<file path="src/rtl/rtc_cal_pkg.sv">
package rtc_cal_pkg;
  typedef enum logic [1:0] {KEY_SHUT, KEY_ARMED, KEY_OPEN} key_st_e;

  localparam logic [2:0] ADR_TIME  = 3'd0;
  localparam logic [2:0] ADR_DATE  = 3'd1;
  localparam logic [2:0] ADR_STAT  = 3'd2;
  localparam logic [2:0] ADR_CTRL  = 3'd3;
  localparam logic [2:0] ADR_DIV   = 3'd4;
  localparam logic [2:0] ADR_KEY   = 3'd5;

  localparam logic [7:0] KEY_FIRST  = 8'hCA;
  localparam logic [7:0] KEY_SECOND = 8'h53;

  function automatic logic [6:0] bcd2bin(input logic [7:0] b);
    return ({3'd0, b[7:4]} * 7'd10) + {3'd0, b[3:0]};
  endfunction

  function automatic logic [7:0] bcd_step(input logic [7:0] v);
    if (v[3:0] == 4'd9) return {v[7:4] + 4'd1, 4'd0};
    return {v[7:4], v[3:0] + 4'd1};
  endfunction

  function automatic logic [5:0] month_len(input logic [4:0] mon, input logic [7:0] yr);
    logic [6:0] yb;
    yb = bcd2bin(yr);
    case (mon)
      5'h02: return (yb[1:0] == 2'd0) ? 6'h29 : 6'h28;
      5'h04, 5'h06, 5'h09, 5'h11: return 6'h30;
      default: return 6'h31;
    endcase
  endfunction
endpackage

</file>
<file path="src/rtl/rtc_cal_guard.sv">
module rtc_cal_guard
  import rtc_cal_pkg::*;
(
  input  logic       clk_i,
  input  logic       rst_ni,
  input  logic       key_wr_i,
  input  logic [7:0] key_byte_i,
  input  logic       stat_wr_i,
  input  logic       req_bit_i,
  output logic       open_o,
  output logic       init_req_o,
  output logic       init_ack_o,
  output logic       exit_o
);
  key_st_e st_q, st_d;
  logic    req_q, ack_q;

  always_comb begin
    st_d = st_q;
    if (key_wr_i) begin
      if (st_q == KEY_ARMED && key_byte_i == KEY_SECOND) st_d = KEY_OPEN;
      else if (key_byte_i == KEY_FIRST)                 st_d = KEY_ARMED;
      else                                              st_d = KEY_SHUT;
    end
  end

  always_ff @(posedge clk_i or negedge rst_ni) begin
    if (!rst_ni) begin
      st_q  <= KEY_SHUT;
      req_q <= 1'b0;
      ack_q <= 1'b0;
    end else begin
      st_q <= st_d;
      if (stat_wr_i && st_q == KEY_OPEN) req_q <= req_bit_i;
      ack_q <= req_q;
    end
  end

  assign open_o     = (st_q == KEY_OPEN);
  assign init_req_o = req_q;
  assign init_ack_o = ack_q;
  assign exit_o     = ack_q & ~req_q;
endmodule

</file>
<file path="src/rtl/rtc_cal_presc.sv">
module rtc_cal_presc #(
  parameter int A_W = 7,
  parameter int S_W = 15
) (
  input  logic           clk_i,
  input  logic           rst_ni,
  input  logic           clr_i,
  input  logic           en_i,
  input  logic [A_W-1:0] a_div_i,
  input  logic [S_W-1:0] s_div_i,
  output logic           sec_o
);
  logic [A_W-1:0] a_cnt_q;
  logic [S_W-1:0] s_cnt_q;
  logic           a_wrap, s_wrap;

  assign a_wrap = (a_cnt_q == a_div_i);
  assign s_wrap = (s_cnt_q == s_div_i);
  assign sec_o  = en_i & ~clr_i & a_wrap & s_wrap;

  always_ff @(posedge clk_i or negedge rst_ni) begin
    if (!rst_ni) begin
      a_cnt_q <= '0;
      s_cnt_q <= '0;
    end else if (clr_i) begin
      a_cnt_q <= '0;
      s_cnt_q <= '0;
    end else if (en_i) begin
      if (a_wrap) begin
        a_cnt_q <= '0;
        s_cnt_q <= s_wrap ? '0 : s_cnt_q + 1'b1;
      end else begin
        a_cnt_q <= a_cnt_q + 1'b1;
      end
    end
  end
endmodule

</file>
<file path="src/rtl/rtc_cal_clock.sv">
module rtc_cal_clock
  import rtc_cal_pkg::*;
(
  input  logic        clk_i,
  input  logic        rst_ni,
  input  logic        tick_i,
  input  logic        ld_time_i,
  input  logic        ld_date_i,
  input  logic [31:0] wdata_i,
  output logic [31:0] time_o,
  output logic [31:0] date_o
);
  logic [6:0] sec_q, min_q;
  logic [5:0] hr_q, day_q;
  logic [4:0] mon_q;
  logic [2:0] wd_q;
  logic [7:0] yr_q;

  logic       sec_w, min_w, hr_w, day_w, mon_w;
  logic [7:0] sec_n, min_n, hr_n, day_n, mon_n, yr_n;
  logic [5:0] mlen;

  always_comb begin
    mlen  = month_len(mon_q, yr_q);
    sec_w = (sec_q == 7'h59);
    min_w = (min_q == 7'h59);
    hr_w  = (hr_q  == 6'h23);
    day_w = (day_q == mlen);
    mon_w = (mon_q == 5'h12);
    sec_n = bcd_step({1'b0, sec_q});
    min_n = bcd_step({1'b0, min_q});
    hr_n  = bcd_step({2'b0, hr_q});
    day_n = bcd_step({2'b0, day_q});
    mon_n = bcd_step({3'b0, mon_q});
    yr_n  = (yr_q == 8'h99) ? 8'h00 : bcd_step(yr_q);
  end

  always_ff @(posedge clk_i or negedge rst_ni) begin
    if (!rst_ni) begin
      sec_q <= '0;
      min_q <= '0;
      hr_q  <= '0;
    end else if (ld_time_i) begin
      sec_q <= wdata_i[6:0];
      min_q <= wdata_i[14:8];
      hr_q  <= wdata_i[21:16];
    end else if (tick_i) begin
      sec_q <= sec_w ? 7'h00 : sec_n[6:0];
      if (sec_w) begin
        min_q <= min_w ? 7'h00 : min_n[6:0];
        if (min_w) hr_q <= hr_w ? 6'h00 : hr_n[5:0];
      end
    end
  end

  always_ff @(posedge clk_i or negedge rst_ni) begin
    if (!rst_ni) begin
      day_q <= 6'h01;
      mon_q <= 5'h01;
      wd_q  <= 3'd1;
      yr_q  <= 8'h00;
    end else if (ld_date_i) begin
      day_q <= wdata_i[5:0];
      mon_q <= wdata_i[12:8];
      wd_q  <= wdata_i[15:13];
      yr_q  <= wdata_i[23:16];
    end else if (tick_i && sec_w && min_w && hr_w) begin
      wd_q  <= (wd_q == 3'd7) ? 3'd1 : wd_q + 3'd1;
      day_q <= day_w ? 6'h01 : day_n[5:0];
      if (day_w) begin
        mon_q <= mon_w ? 5'h01 : mon_n[4:0];
        if (mon_w) yr_q <= yr_n;
      end
    end
  end

  assign time_o = {10'd0, hr_q, 1'b0, min_q, 1'b0, sec_q};
  assign date_o = {8'd0, yr_q, wd_q, mon_q, 2'd0, day_q};
endmodule

</file>
<file path="src/rtl/rtc_cal.sv">
module rtc_cal
  import rtc_cal_pkg::*;
#(
  parameter int A_W   = 7,
  parameter int S_W   = 15,
  parameter int A_RST = 127,
  parameter int S_RST = 255
) (
  input  logic        clk_i,
  input  logic        rst_ni,
  input  logic        tick_en_i,
  input  logic        wr_en_i,
  input  logic [2:0]  addr_i,
  input  logic [31:0] wdata_i,
  output logic [31:0] rdata_o,
  output logic [31:0] stamp_o
);
  localparam logic [A_W-1:0] A_INIT = A_W'(A_RST);
  localparam logic [S_W-1:0] S_INIT = S_W'(S_RST);
  localparam logic [31:0]    DATE_RST = 32'h0000_2101;

  logic        open, init_req, init_ack, init_exit;
  logic        stat_wr, ctrl_wr, key_wr;
  logic        ld_time, ld_date, ld_div;
  logic        sec_tick, hold_q, set_once_q, sync_q, upd_q;
  logic [A_W-1:0] a_div_q;
  logic [S_W-1:0] s_div_q;
  logic [31:0] time_live, date_live, time_sh, date_sh;

  assign key_wr  = wr_en_i && addr_i == ADR_KEY;
  assign stat_wr = wr_en_i && addr_i == ADR_STAT;
  assign ctrl_wr = wr_en_i && addr_i == ADR_CTRL && open;
  assign ld_time = wr_en_i && addr_i == ADR_TIME && open && init_ack;
  assign ld_date = wr_en_i && addr_i == ADR_DATE && open && init_ack;
  assign ld_div  = wr_en_i && addr_i == ADR_DIV  && open && init_ack;

  rtc_cal_guard u_guard (
    .clk_i, .rst_ni,
    .key_wr_i   (key_wr),
    .key_byte_i (wdata_i[7:0]),
    .stat_wr_i  (stat_wr),
    .req_bit_i  (wdata_i[0]),
    .open_o     (open),
    .init_req_o (init_req),
    .init_ack_o (init_ack),
    .exit_o     (init_exit)
  );

  rtc_cal_presc #(.A_W(A_W), .S_W(S_W)) u_presc (
    .clk_i, .rst_ni,
    .clr_i   (init_ack),
    .en_i    (tick_en_i & ~hold_q),
    .a_div_i (a_div_q),
    .s_div_i (s_div_q),
    .sec_o   (sec_tick)
  );

  rtc_cal_clock u_clock (
    .clk_i, .rst_ni,
    .tick_i    (sec_tick),
    .ld_time_i (ld_time),
    .ld_date_i (ld_date),
    .wdata_i   (wdata_i),
    .time_o    (time_live),
    .date_o    (date_live)
  );

  always_ff @(posedge clk_i or negedge rst_ni) begin
    if (!rst_ni) begin
      a_div_q    <= A_INIT;
      s_div_q    <= S_INIT;
      hold_q     <= 1'b0;
      set_once_q <= 1'b0;
      sync_q     <= 1'b0;
      upd_q      <= 1'b0;
      time_sh    <= '0;
      date_sh    <= DATE_RST;
    end else begin
      if (ld_div) begin
        a_div_q <= wdata_i[16 +: A_W];
        s_div_q <= wdata_i[0 +: S_W];
      end
      if (ctrl_wr) hold_q <= wdata_i[0];
      if (ld_time || ld_date) set_once_q <= 1'b1;
      upd_q <= sec_tick | init_exit;
      if (upd_q) begin
        time_sh <= time_live;
        date_sh <= date_live;
        sync_q  <= 1'b1;
      end else if (stat_wr && open && !wdata_i[3]) begin
        sync_q  <= 1'b0;
      end
    end
  end

  always_comb begin
    rdata_o = '0;
    case (addr_i)
      ADR_TIME: rdata_o = time_sh;
      ADR_DATE: rdata_o = date_sh;
      ADR_STAT: rdata_o = {28'd0, sync_q, set_once_q, init_ack, init_req};
      ADR_CTRL: rdata_o = {31'd0, hold_q};
      ADR_DIV: begin
        rdata_o[16 +: A_W] = a_div_q;
        rdata_o[0 +: S_W]  = s_div_q;
      end
      default: rdata_o = '0;
    endcase
  end

  logic [6:0] sec_b, min_b, hr_b, day_b, mon_b, yr_b;
  always_comb begin
    sec_b = bcd2bin({1'b0, time_live[6:0]});
    min_b = bcd2bin({1'b0, time_live[14:8]});
    hr_b  = bcd2bin({2'b0, time_live[21:16]});
    day_b = bcd2bin({2'b0, date_live[5:0]});
    mon_b = bcd2bin({3'b0, date_live[12:8]});
    yr_b  = bcd2bin(date_live[23:16]) + 7'd20;
    stamp_o = {yr_b, mon_b[3:0], day_b[4:0], hr_b[4:0], min_b[5:0], sec_b[5:1]};
  end
endmodule

</file>
<file path="config.mk">
export PLATFORM = sky130hd
export DESIGN_NAME = rtc_cal
export DESIGN_NICKNAME = d
export VERILOG_FILES = /design/src/rtl/rtc_cal_pkg.sv /design/src/rtl/rtc_cal_guard.sv /design/src/rtl/rtc_cal_presc.sv /design/src/rtl/rtc_cal_clock.sv /design/src/rtl/rtc_cal.sv
export SDC_FILE = /design/constraint.sdc
export NUM_CORES = 1
export LEC_CHECK = 0
export BUFFER_PORTS_ARGS = -buffer_cell sky130_fd_sc_hd__buf_2
export CORE_MARGIN = 2
export CORE_UTILIZATION = 54
export DETAILED_ROUTE_END_ITERATION = 10
export PLACE_DENSITY = 0.82
export SLEW_MARGIN = 20
export SYNTH_ARGS = -nofsm -noshare
export SYNTH_HDL_FRONTEND = slang
export SYNTH_SLANG_ARGS = --single-unit
</file>
<file path="constraint.sdc">
create_clock -name clk_i -period 2.4 [get_ports clk_i]
set_input_delay 0.12 -clock clk_i [delete_from_list [all_inputs] [get_ports clk_i]]
set_output_delay 0.12 -clock clk_i [all_outputs]
set_load 0.03 [all_outputs]
</file>
Word level (Yosys, flattened, before mapping) --
Cells that the tools add are included.
Storage, ports and cells: bits in latches 0, memories 0, bits in read-only memories 0, word-level logic and storage cells 204, RAM bits 0, register bits 136, input port bits 39, output and inout bits 64
Operators by class: equal/unequal tests 29, reductions and logical operators 50, shifts and indexed selects 0, multipliers 6, mux-type cells 62, bitwise operators 9, $add $sub $neg 22, magnitude comparators 0, div/mod/pow operators 0
Operator list (number):
- 2-to-1 mux 7 bit | 14
- case mux 15 bit (5 select lines) | 1
- 2-to-1 mux 6 bit | 12
- 2-to-1 mux 15 bit | 4
- 2-to-1 mux 8 bit | 7
- 2-to-1 mux 5 bit | 6
- adder 4 x 1 -> 4 bit (second input constant) | 7
- == test 4 bit (second input constant) | 6
- case mux 7 bit (3 select lines) | 1
- logical AND 1 bit | 19
- nonzero test 2 bit | 9
- nonzero test 3 bit | 6
- == test 8 bit (second input constant) | 2
- adder 15 x 1 -> 15 bit (second input constant) | 1
- == test 15 bit | 1
- == test 7 bit (second input constant) | 2
- adder 6 x 4 -> 6 bit | 2
- 2-to-1 mux 1 bit | 12
- case mux 6 bit (2 select lines) | 1
- AND reduction 3 bit | 4
- adder 5 x 4 -> 5 bit | 2
- == test 5 x 3 -> 1 bit (second input constant) | 2
- == test 5 bit (second input constant) | 2
- multiplier 3 x 3 -> 5 bit (second input constant) | 2
- 33 further kinds | 53

Logic depth before layout (Yosys ltp) --
depth in word-level cells 10, depth in mapped cells 10, gate-level depth less buffers 9

Modules after synthesis --
From an unflattened synthesis, not the netlist that was laid out.
Unflattened totals: cell total of the unflattened synthesis 967, area, all modules 9865.7 µm²
By module, submodules not included:
- rtc_cal | instances 1, area each 5029.8 µm², sequential area each 2274.7 µm², cells an instance 418
- rtc_cal_clock | instances 1, area each 3041.7 µm², sequential area each 1054.8 µm², cells an instance 361
- rtc_cal_presc | instances 1, area each 1571.5 µm², sequential area each 550.5 µm², cells an instance 171
- rtc_cal_guard | instances 1, area each 222.7 µm², sequential area each 100.1 µm², cells an instance 17

Least setup slack after synthesis --
Ideal clock, no wire load.
path type register to output, start point register u_clock.yr_q[4], end point output stamp_o[31], stages on the path, launching flop included 9, path buffers 0, setup slack -0.234 ns, arrival 2.514 ns, data required time 2.280 ns, cell sequence dfrtp_1 -> ha_1 -> inv_1 -> fa_1 -> inv_1 -> ha_1 -> a211oi_1 -> a21oi_1 -> xnor2_1
Between the ends: word-level cells in the longest chain between the ends 3
Ends and longest elaborated chain:
- start: declaration | RTL line rtc_cal_clock.sv:17 | logic [7:0] yr_q;
- start signal: assignment | RTL line rtc_cal_clock.sv:66 | yr_q <= wdata_i[23:16];
- start signal: assignment | RTL line rtc_cal_clock.sv:72 | if (mon_w) yr_q <= yr_n;
- multiplier 4 x 3 -> 6 bit | RTL line rtc_cal_pkg.sv:15 | return ({3'd0, b[7:4]} * 7'd10) + {3'd0, b[3:0]};
- adder 7 x 4 -> 7 bit
- adder 7 x 5 -> 7 bit | RTL line rtc_cal.sv:118 | yr_b = bcd2bin(date_live[23:16]) + 7'd20;
- end: declaration | RTL line rtc_cal.sv:16 | output logic [31:0] stamp_o
Every way passes these cells.

Final worst setup path --
start point register u_clock.yr_q[5], end point output stamp_o[31]
Same word-level chain as after synthesis.

==> impl_results.md <==
* Outcome: finished with violations
* Violated checks: setup timing
* Die Span X at between 100 and 150 um
* Largest net degree at the start of global routing at 67
* Count of TritonRoute iterations in the first routing pass at 5
* Ports at 103
* Residual DRC at 0
* Vias in the first global route at around 7400
* Sequential power share at between 40% and 50%
* Clock Pin Slew Worst Setup and Hold Paths at around 0.060 ns
* Critical path arrival at roughly 2.6 ns
* Root Driver: clkbuf_16
* Post-synth ARST share at 100.0%
* # diodes at 0
* Clock sink total at 136
* EDFF count, synth at 0
* First-pass GRT wire length at around 38 mm
* Ys Warns at 0
* Final wirelength at 25.84 mm
* Pleak at 5.171 nW
* Synth Area per Inst at 9.687 sq um
* Placed instance area at 0.009744 sq mm
* Routed length per instance at about 20 um
* Switch share at 24.38%
* Dpl hpwl at between 15 and 20 mm
* Number of buffers added on ports at 86
* Die area at 0.01681 sq mm
* Synth cell types at between 70 and 80
* DR vias at 7924
* GRT Util Overall at a little under 30%
* Die Y at 129.6 um
* Crit path kind: register to output port
* Relative slew slack at 58.10%
* Skew-Pair Late Insertion Delay at 0.44 ns
* Slew Viols, Final at 0
* FF+latch count, synth at 136
* Via/cell ratio at around 6.2
* H-Tree Level Count at 4
* Net switching power at 1.300 mW
* Cell count after placement at 1220
* Post-Syn Area at 0.008524 sq mm
* Hold Path Class: input pin to register
* Antenna-violating nets left at 0
* RSZ-0062 raised after global routing: yes
* VDD IR max at roughly 550 uV
* CP max FO at 2
* Initial Utilization at 55.66%
* Initial DRC count at 982
* Gate power share at 7.8%
* Mapped Cells at 880
* Worst slew pin tran at 0.6285 ns
* Layout cells sized above 1 at between 30% and 40%
* Post-layout min period at 2.720 ns
* Setup slack after layout at -0.3198 ns
* Gpl congestion at slightly below 0.9
* Worst Skew at 0.008182 ns
* CP required at roughly 2.3 ns
* CTS tree: done
* Critical Path End Type: output port
* Core ar. at 0.01531 sq mm
* Grt total ovfl at 0
* Sequential share of the synthesized area at between 40% and 50%
* Internal at around 4.0 mW
* Final hold vios at 0
* Max-Cap Viols at 0
* Maximum clock frequency at 0.3677 GHz
* Final layout net count at 1144
* Startpoint types: register
* Top_reg_cell synth: dfrtp_1
* Final setup viols at 13
* Final instance area at roughly 0.011 sq mm
* PD cells at 489.3 mW/mm^2
* Area Overhead vs Synth at 27.87%
* Initial antenna violation count at 0
* Fin crit share at 113.3%
* Num CTS Buffers at 17
* Clock network fraction of total power at 47.7%
* Site Rows at 45
* Fin cells at 1279
* Maximum buffer depth of the clock tree at 2
-- through the flow --
step                      util, %  total power, mW  TNS [ns]  hold WS (ns)  setup slack, ns
after floorplan                 -            2.615  -0.01570       -0.1756         -0.01570
after global placement      63.63            2.786  -0.03286        0.1580         -0.01715
after detailed placement    63.63            2.795   -0.1842        0.1584         -0.04562
after CTS                   69.11            5.313   -0.5939      0.002387          -0.3205
after global routing        71.18            5.505    -3.765      0.004306          -0.4046
final                       71.18            5.333    -1.120      0.004358          -0.3198
-- metal layers --
metal	vias up	wire length [um]	global-route usage, %
met3	100	2285	5.491
met5	-	0	0
met4	0	1010	13.47
li1	3471	-	-
met1	3839	10030	38.41
met2	514	12510	48.57
-- registers in the layout, summed over array words and instances (netlist names), 2 cells and up --
register         flops
u_clock.mon_q        5
date_sh             22
u_presc.a_cnt_q      7
u_presc.s_cnt_q     15
s_div_q             15
time_sh             20
u_clock.day_q        6
u_clock.hr_q         6
u_guard.st_q         2
u_clock.wd_q         3
u_clock.yr_q         8
a_div_q              7
u_clock.sec_q        7
u_clock.min_q        7
-- cell usage after synthesis (7+ instances only) --
cell,instances,area (sq um)
a21oi_1,37,185.2
nor2b_1,14,87.58
mux2_2,67,754.5
clkbuf_1,32,120.1
nand4_1,12,75.07
and3_1,15,93.84
buf_4,18,135.1
nand3_1,29,145.1
mux2i_1,22,220.2
nor2_1,79,296.5
a31oi_1,18,112.6
nand2b_1,11,68.82
a21o_1,8,60.06
xor2_1,14,122.6
or3_1,15,93.84
dfrtp_1,115,2878
nor3_1,7,35.03
o21ai_0,61,305.3
o31ai_1,9,67.56
xnor2_1,36,315.3
dfstp_2,21,551.8
inv_1,36,135.1
nand2_1,69,259.0
ha_1,44,550.5
-- critical path, stage by stage (launching register included) --
cell,delay [ns]
dfrtp_1,0.39
ha_1,0.30
ha_2,0.18
fa_1,0.47
xor2_1,0.16
a22o_1,0.22
a21oi_2,0.18
xnor2_2,0.13
buf_6,0.15
-- worst paths after layout --
check	cells after the start	slack [ns]	end	start
setup reg to reg	7	-0.14	u_clock.yr_q[2]	u_clock.mon_q[0]
hold reg to reg	1	0.49	set_once_q	set_once_q
hold / removal	2	0.004	u_clock.hr_q[4]	wdata_i[20]
setup / recovery	8	-0.32	stamp_o[31]	u_clock.yr_q[5]
min in group asynchronous	2	0.25	u_clock.day_q[2]	rst_ni
max in group asynchronous	3	1.39	s_div_q[7]	rst_ni
-- repair_timing --
item,CTS,global route
setup endpoints to repair,15,48
resized for setup,27,56
pin swaps,13,32
buffers inserted,3,10
endpoints found under the hold margin,71,0
hold buffers,14,0
-- power groups by stage --
| stage | Clock, mW | Combinational, mW | Sequential, mW |
|---|---|---|---|
| final | 2.54 | 0.413 | 2.38 |
| after global routing | 2.67 | 0.451 | 2.38 |
| after CTS | 2.53 | 0.403 | 2.38 |
| after detailed placement | 0 | 0.381 | 2.41 |
| after global placement | 0 | 0.374 | 2.41 |
| after floorplan | 0 | 0.215 | 2.40 |
-- area by class of cell --
| cell class | instances | area [sq um] |
|---|---|---|
| clock buffer | 25 | 505.5 |
| inverter | 36 | 135.1 |
| clock inverter | 7 | 66.31 |
| fill | 1008 | 4414 |
| sequential | 136 | 3432 |
| timing repair buffer | 204 | 1436 |
| multi-input combinational | 660 | 5061 |
| tap | 211 | 264.0 |
-- placed cells by master, fill, tap and decap left out, types with 14 or more instances in the layout --
cell | Yosys | final
a21oi_1 | 37 | 33
a31oi_1 | 18 | 17
buf_2 | 1 | 80
buf_4 | 18 | 97
clkbuf_16 | 0 | 17
dfrtp_1 | 115 | 113
dfstp_2 | 21 | 21
dlygate4sd3_1 | 0 | 14
ha_1 | 44 | 34
inv_1 | 36 | 33
mux2_2 | 67 | 67
mux2i_1 | 22 | 22
nand2_1 | 69 | 64
nand3_1 | 29 | 28
nor2_1 | 79 | 77
o21ai_0 | 61 | 49
or3_1 | 15 | 15
xnor2_1 | 36 | 32
xor2_1 | 14 | 14
-- kinds of logic (layout without fill, tap and decap cells) --
family / after synthesis / in the layout / synth area share, %
AOI/OAI and AO/OA: 170 / 170 / 12.48
xor gates and xnor gates: 50 / 50 / 5.137
adders and majority gates: 50 / 50 / 7.867
buffers and inverters: 91 / 272 / 4.917
DFF: 136 / 136 / 40.23
muxes: 89 / 89 / 11.43
other: 1 / 8 / 0.04399
and+or+nand+nor: 293 / 293 / 17.89
No activity file was read; power rests on OpenSTA's default activity.
